File: config.mk
export PLATFORM = sky130hd
export DESIGN_NAME = gpio_port_ctrl
export DESIGN_NICKNAME = d
export VERILOG_FILES = /design/src/rtl/gpio_port_pkg.sv /design/src/rtl/gpio_port_sync.sv /design/src/rtl/gpio_port_regs.sv /design/src/rtl/gpio_port_pinmux.sv /design/src/rtl/gpio_port_ctrl.sv
export SDC_FILE = /design/constraint.sdc
export NUM_CORES = 1
export LEC_CHECK = 0
export BUFFER_PORTS_ARGS = -buffer_cell sky130_fd_sc_hd__buf_2
export CORE_MARGIN = 4
export CORE_UTILIZATION = 42
export DETAILED_ROUTE_END_ITERATION = 6
export MAX_ROUTING_LAYER = met4
export PLACE_DENSITY = 0.74
export SLEW_MARGIN = 40
export SYNTH_ARGS = -nofsm -noshare
export SYNTH_HDL_FRONTEND = slang
export SYNTH_SLANG_ARGS = --single-unit
File: constraint.sdc
create_clock -name clk_i -period 1 [get_ports clk_i]
set_clock_uncertainty 0.15 [all_clocks]
set_input_delay 0.1 -clock clk_i [delete_from_list [all_inputs] [get_ports clk_i]]
set_output_delay 0.1 -clock clk_i [all_outputs]
set_load 0.05 [all_outputs]
File: src/rtl/gpio_port_pkg.sv
package gpio_port_pkg;
  localparam int unsigned REG_ADDR_W = 2;
  typedef enum logic [REG_ADDR_W-1:0] {
    REG_OWN  = 2'd0,
    REG_DIR  = 2'd1,
    REG_DAT  = 2'd2,
    REG_NONE = 2'd3
  } reg_sel_e;
endpackage

File: src/rtl/gpio_port_sync.sv
module gpio_port_sync #(
  parameter int unsigned N_PINS = 9
) (
  input  logic              clk_i,
  input  logic              rst_ni,
  input  logic [N_PINS-1:0] pin_i,
  output logic [N_PINS-1:0] sync_o
);
  logic [N_PINS-1:0] s1_q, s2_q;
  logic [1:0]        age_q;

  always_ff @(posedge clk_i or negedge rst_ni) begin
    if (!rst_ni) begin
      s1_q <= '0;
      s2_q <= '0;
    end else begin
      s1_q <= pin_i;
      s2_q <= s1_q;
    end
  end

  assign sync_o = s2_q;

  // checker-only age counter, saturates once both stages hold live data
  always_ff @(posedge clk_i or negedge rst_ni) begin
    if (!rst_ni)             age_q <= '0;
    else if (age_q != 2'd2)  age_q <= age_q + 2'd1;
  end

  a_r4_sync_two_stage: assert property (@(posedge clk_i) disable iff (!rst_ni)
    (age_q == 2'd2) |-> (sync_o == $past(pin_i, 2)));
endmodule

File: src/rtl/gpio_port_regs.sv
module gpio_port_regs
  import gpio_port_pkg::*;
#(
  parameter int unsigned N_PINS = 9,
  parameter int unsigned DATA_W = 24
) (
  input  logic                  clk_i,
  input  logic                  rst_ni,
  input  logic                  cyc_en_i,
  input  logic                  wr_i,
  input  logic [REG_ADDR_W-1:0] addr_i,
  input  logic [DATA_W-1:0]     wdata_i,
  input  logic [N_PINS-1:0]     pin_sync_i,
  output logic [DATA_W-1:0]     rdata_o,
  output logic [N_PINS-1:0]     own_o,
  output logic [N_PINS-1:0]     dir_o,
  output logic [N_PINS-1:0]     out_o
);
  logic [N_PINS-1:0] own_q, dir_q, dat_q, out_q;
  logic [N_PINS-1:0] wfield, rd_dat;
  logic              wr_ok;
  reg_sel_e          sel;
  logic              unused_hi;

  assign sel       = reg_sel_e'(addr_i);
  assign wr_ok     = wr_i & cyc_en_i;
  assign wfield    = wdata_i[N_PINS-1:0];
  assign unused_hi = ^wdata_i[DATA_W-1:N_PINS];

  always_ff @(posedge clk_i or negedge rst_ni) begin
    if (!rst_ni) begin
      own_q <= '0;
      dir_q <= '0;
      dat_q <= '0;
    end else if (wr_ok) begin
      case (sel)
        REG_OWN: own_q <= wfield;
        REG_DIR: dir_q <= wfield;
        REG_DAT: dat_q <= wfield;
        default: ;
      endcase
    end
  end

  // output stage: one instruction cycle behind the data latch
  always_ff @(posedge clk_i or negedge rst_ni) begin
    if (!rst_ni)       out_q <= '0;
    else if (cyc_en_i) out_q <= dat_q;
  end

  assign rd_dat = (dir_q & dat_q) | (~dir_q & pin_sync_i);

  always_comb begin
    rdata_o = '0;
    case (sel)
      REG_OWN: rdata_o = DATA_W'(own_q);
      REG_DIR: rdata_o = DATA_W'(dir_q);
      REG_DAT: rdata_o = DATA_W'(rd_dat);
      default: rdata_o = '0;
    endcase
  end

  assign own_o = own_q;
  assign dir_o = dir_q;
  assign out_o = out_q;

  a_r1_reset_clear: assert property (@(posedge clk_i)
    !rst_ni |-> (own_q == '0 && dir_q == '0));

  a_r7_one_cycle_lag: assert property (@(posedge clk_i) disable iff (!rst_ni)
    cyc_en_i |=> (out_q == $past(dat_q)));

  a_r8_stall_hold: assert property (@(posedge clk_i) disable iff (!rst_ni)
    !cyc_en_i |=> ($stable(out_q) && $stable(dat_q) && $stable(own_q) && $stable(dir_q)));
endmodule

File: src/rtl/gpio_port_pinmux.sv
module gpio_port_pinmux #(
  parameter int unsigned N_PINS = 9
) (
  input  logic              clk_i,
  input  logic              rst_ni,
  input  logic [N_PINS-1:0] own_i,
  input  logic [N_PINS-1:0] dir_i,
  input  logic [N_PINS-1:0] gpio_out_i,
  input  logic [N_PINS-1:0] pin_sync_i,
  input  logic [N_PINS-1:0] per_out_i,
  input  logic [N_PINS-1:0] per_oe_i,
  output logic [N_PINS-1:0] pin_o,
  output logic [N_PINS-1:0] pin_oe_o,
  output logic [N_PINS-1:0] per_in_o
);
  for (genvar i = 0; i < N_PINS; i++) begin : g_pin
    assign pin_o[i]    = own_i[i] ? per_out_i[i] : gpio_out_i[i];
    assign pin_oe_o[i] = own_i[i] ? per_oe_i[i]  : dir_i[i];
    assign per_in_o[i] = own_i[i] & pin_sync_i[i];
  end

  a_r2_gpio_input_quiet: assert property (@(posedge clk_i) disable iff (!rst_ni)
    ((~own_i & ~dir_i & pin_oe_o) == '0));
endmodule

File: src/rtl/gpio_port_ctrl.sv
module gpio_port_ctrl
  import gpio_port_pkg::*;
#(
  parameter int unsigned N_PINS = 9,
  parameter int unsigned DATA_W = 24
) (
  input  logic                  clk_i,
  input  logic                  rst_ni,
  input  logic                  cyc_en_i,
  input  logic                  wr_i,
  input  logic [REG_ADDR_W-1:0] addr_i,
  input  logic [DATA_W-1:0]     wdata_i,
  output logic [DATA_W-1:0]     rdata_o,
  input  logic [N_PINS-1:0]     pin_i,
  output logic [N_PINS-1:0]     pin_o,
  output logic [N_PINS-1:0]     pin_oe_o,
  input  logic [N_PINS-1:0]     per_out_i,
  input  logic [N_PINS-1:0]     per_oe_i,
  output logic [N_PINS-1:0]     per_in_o
);
  logic [N_PINS-1:0] pin_sync, own, dir, gpio_out;

  gpio_port_sync #(.N_PINS(N_PINS)) u_sync (
    .clk_i  (clk_i),
    .rst_ni (rst_ni),
    .pin_i  (pin_i),
    .sync_o (pin_sync)
  );

  gpio_port_regs #(.N_PINS(N_PINS), .DATA_W(DATA_W)) u_regs (
    .clk_i      (clk_i),
    .rst_ni     (rst_ni),
    .cyc_en_i   (cyc_en_i),
    .wr_i       (wr_i),
    .addr_i     (addr_i),
    .wdata_i    (wdata_i),
    .pin_sync_i (pin_sync),
    .rdata_o    (rdata_o),
    .own_o      (own),
    .dir_o      (dir),
    .out_o      (gpio_out)
  );

  gpio_port_pinmux #(.N_PINS(N_PINS)) u_pinmux (
    .clk_i      (clk_i),
    .rst_ni     (rst_ni),
    .own_i      (own),
    .dir_i      (dir),
    .gpio_out_i (gpio_out),
    .pin_sync_i (pin_sync),
    .per_out_i  (per_out_i),
    .per_oe_i   (per_oe_i),
    .pin_o      (pin_o),
    .pin_oe_o   (pin_oe_o),
    .per_in_o   (per_in_o)
  );
endmodule

==> flow_metrics.env <==
export IMPL_outcome="finished with violations"
export IMPL_failed_checks="setup timing"
export IMPL_final_cell_mix="dfrtp_1, buf_2, mux2_4"
export IMPL_cp_end_kind="primary output"
export IMPL_viasPerCell=4.88
export IMPL_initial_core_util_pct=44.1
export IMPL_die_y_um=84.5
export IMPL_grt_pass1_vias=1998
export IMPL_num_rows=27
export IMPL_synth_top_area_cell="dfrtp_1"
export IMPL_wire_per_inst_um=16.5
export IMPL_io_buffers=77
export IMPL_drive_gt1_share_pct=71.9
export IMPL_cp_buffers_inverters=1
export IMPL_cp_depth=4
export IMPL_clk_latency_ps=300
export IMPL_firstDrtPassIters=2
export IMPL_placed_area_um2=3230
export IMPL_hold_viol_final=0
export IMPL_n_antenna_cell=0
export IMPL_grt_setup_unrepaired="yes"
export IMPL_synthDistinctLibCells=19
export IMPL_ys_ff_latch=54
export IMPL_syn_cell_area_um2=2460
export IMPL_reg2regPathDepth=3
export IMPL_crit_family="flip-flops"
export IMPL_max_freq_mhz=652
export IMPL_syn_avg_cell_area_um2=14.2
export IMPL_synthArstFlopShare_pct=100
export IMPL_coreArea_um2=5570
export IMPL_hpwl_mm=4.40
export IMPL_ys_warn_count=0
export IMPL_routed_wl_mm=6.24
export IMPL_synth_compound_area_share_pct=4.84
export IMPL_ir_drop_mv=1.01
export IMPL_m1WireLength_mm=2.65
export IMPL_cpMaxStageDelayCell="dfrtp_1"
export IMPL_setup_violations=55
export IMPL_grt_use_total_pct=18.3
export IMPL_slew_viol_final=0
export IMPL_critPathLaunchType="flop"
export IMPL_hold_path_class="in -> async"
export IMPL_yosys_area_share_simple_pct=5.71
export IMPL_layout_setup_ws_ps=-533
export IMPL_ios=108
export IMPL_critPathMaxFanout=2
export IMPL_yosys_area_share_adder_pct=0
export IMPL_synthFlopType="dfrtp_1"
export IMPL_cts_sinks=54
export IMPL_final_cell_area_um2=4070
export IMPL_path_clk_slew_ps=90
export IMPL_leakagePower_nw=1.96
export IMPL_synth_top_cell_area_share_pct=55.0
export IMPL_antenna_found_initial=0
export IMPL_criticalPathCategory="reg -> out"
export IMPL_grt_max_degree=24
export IMPL_maxCapViolations=0
export IMPL_ant_nets=0
export IMPL_top_layer="met4"
export IMPL_syn_inst=173
export IMPL_via_count=1843
export IMPL_cts_tree="built"
export IMPL_nets=362
export IMPL_final_common_cell="dfrtp_1"
export IMPL_dieWidth_um=84.5
export IMPL_htreeDepth=2
export IMPL_met3_length_um=300
export IMPL_cts_buffer_depth=2
export IMPL_powerDensity_nw_per_um2=2030
export IMPL_drt_iter0_drc=30
export IMPL_gp_congestion=0.786
export IMPL_cts_buffers_inserted=5
export IMPL_cp_arrival_ps=1280
export IMPL_critical_path_max_stage_delay_ps=390
export IMPL_required_ps=750
export IMPL_fin_crit_sh_pct=153
export IMPL_drcViolationCount=0
export IMPL_synth_edff_count=0
export IMPL_crit_top_cell="o21ai_4"
export IMPL_synth_area_leaders="dfrtp_1, mux2_2, buf_4"
export IMPL_synth_top_family_by_area="multiplexers"
export IMPL_synth_xor_area_share_pct=0
export IMPL_dr_wl_met2_mm=3.22
export IMPL_synth_area_mux_share_pct=28.0
export IMPL_clockRootBuffer="clkbuf_8"
export IMPL_dieArea_um2=7140
export IMPL_grt_pass1_wl_mm=9.96
export IMPL_whs_ps=64.5
export IMPL_overflow=0
export IMPL_syn2layout_area_growth_pct=65.7
export IMPL_min_period_ps=1530
export IMPL_path_cells="and3b_2, o21ai_4, o21ai_4, buf_6"
export IMPL_seq_area_frac_synth_pct=55.0
layer usage:
metal  GRT usage (%)  vias up
met5               -        -
met4            4.89        0
met3            4.22        7
met2            29.6       54
met1            23.4      928
li1                -      854
worst register-to-register path, stage by stage, from the launching register on:
cell and delay, ps:
dfrtp_2 460, buf_6 140, buf_6 100, mux2_4 250
path summary, 6_finish.rpt:
path | startpoint | endpoint | slack, ps
worst max-delay path | u_regs.dat_q[6] | rdata_o[6] | -530
worst min-delay path | rst_ni | u_sync.sync_o[6] | 60
worst max register to register | u_regs.own_o[0] | u_regs.own_o[0] | -200
worst min register to register | u_sync.s1_q[0] | u_sync.sync_o[0] | 200
max in group asynchronous | rst_ni | u_regs.own_o[5] | 200
min in group clk_i | wr_i | u_regs.dir_o[8] | 120
cells in the mapped netlist (2+ instances only):
| master | n |
|---|---|
| buf_4 | 17 |
| buf_6 | 2 |
| mux2_2 | 54 |
| o21ai_0 | 10 |
| and2_1 | 9 |
| mux2i_1 | 8 |
| dfrtp_1 | 54 |
| a22oi_1 | 8 |
flip-flops by register name (all words and copies together), names as in the netlist:
name,cells
u_regs.dat_q,9
u_regs.own_o,9
u_sync.sync_o,9
u_regs.dir_o,9
u_sync.s1_q,9
u_regs.out_o,9
report_power, final:
part	leakage, nW	internal [mW]	total (mW)	switching, mW
clock	0.0575	0.700	1.37	0.674
combinational	1.27	1.93	3.86	1.93
sequential	0.628	2.58	3.01	0.425
cell families after synthesis:
kind of cell	after synthesis
multiplexers	62
flip-flops	54
buffers and inverters	20
AO/OA/AOI/OAI	19
AND/OR/NAND/NOR	17
other	1
what timing repair did:
action | in CTS | in global routing
setup endpoints to repair | 55 | 65
hold endpoints to repair | 90 | 0
gates resized for setup | 128 | 17
pin swaps | 8 | 2
cloned | 1 | 1
setup buffers | 3 | 7
hold buffers | 19 | 0
layout make-up:
cell class / count / area [um^2]
flip-flops and latches: 54 / 1370
multi-input cells: 115 / 1310
clock buffers: 8 / 110
repair buffers: 128 / 1190
fillers: 371 / 1510
well taps: 72 / 90.1
inverters: 1 / 3.75
through the flow:
stage / TNS [ps] / power [mW] / cells / setup WS, ps / utilization (%)
2_1_floorplan: -6660 / 5.25 / 187 / -270 / -
3_3_place_gp: -15310 / 5.87 / 341 / -338 / 58.0
3_5_place_dp: -16450 / 5.94 / 341 / -366 / 58.0
4_1_cts: -17190 / 8.15 / 372 / -533 / 71.2
5_1_grt: -19290 / 8.61 / 378 / -569 / 73.0
6_report: -17200 / 8.24 / 378 / -533 / 73.0
Power figures use the tool's default switching activity.
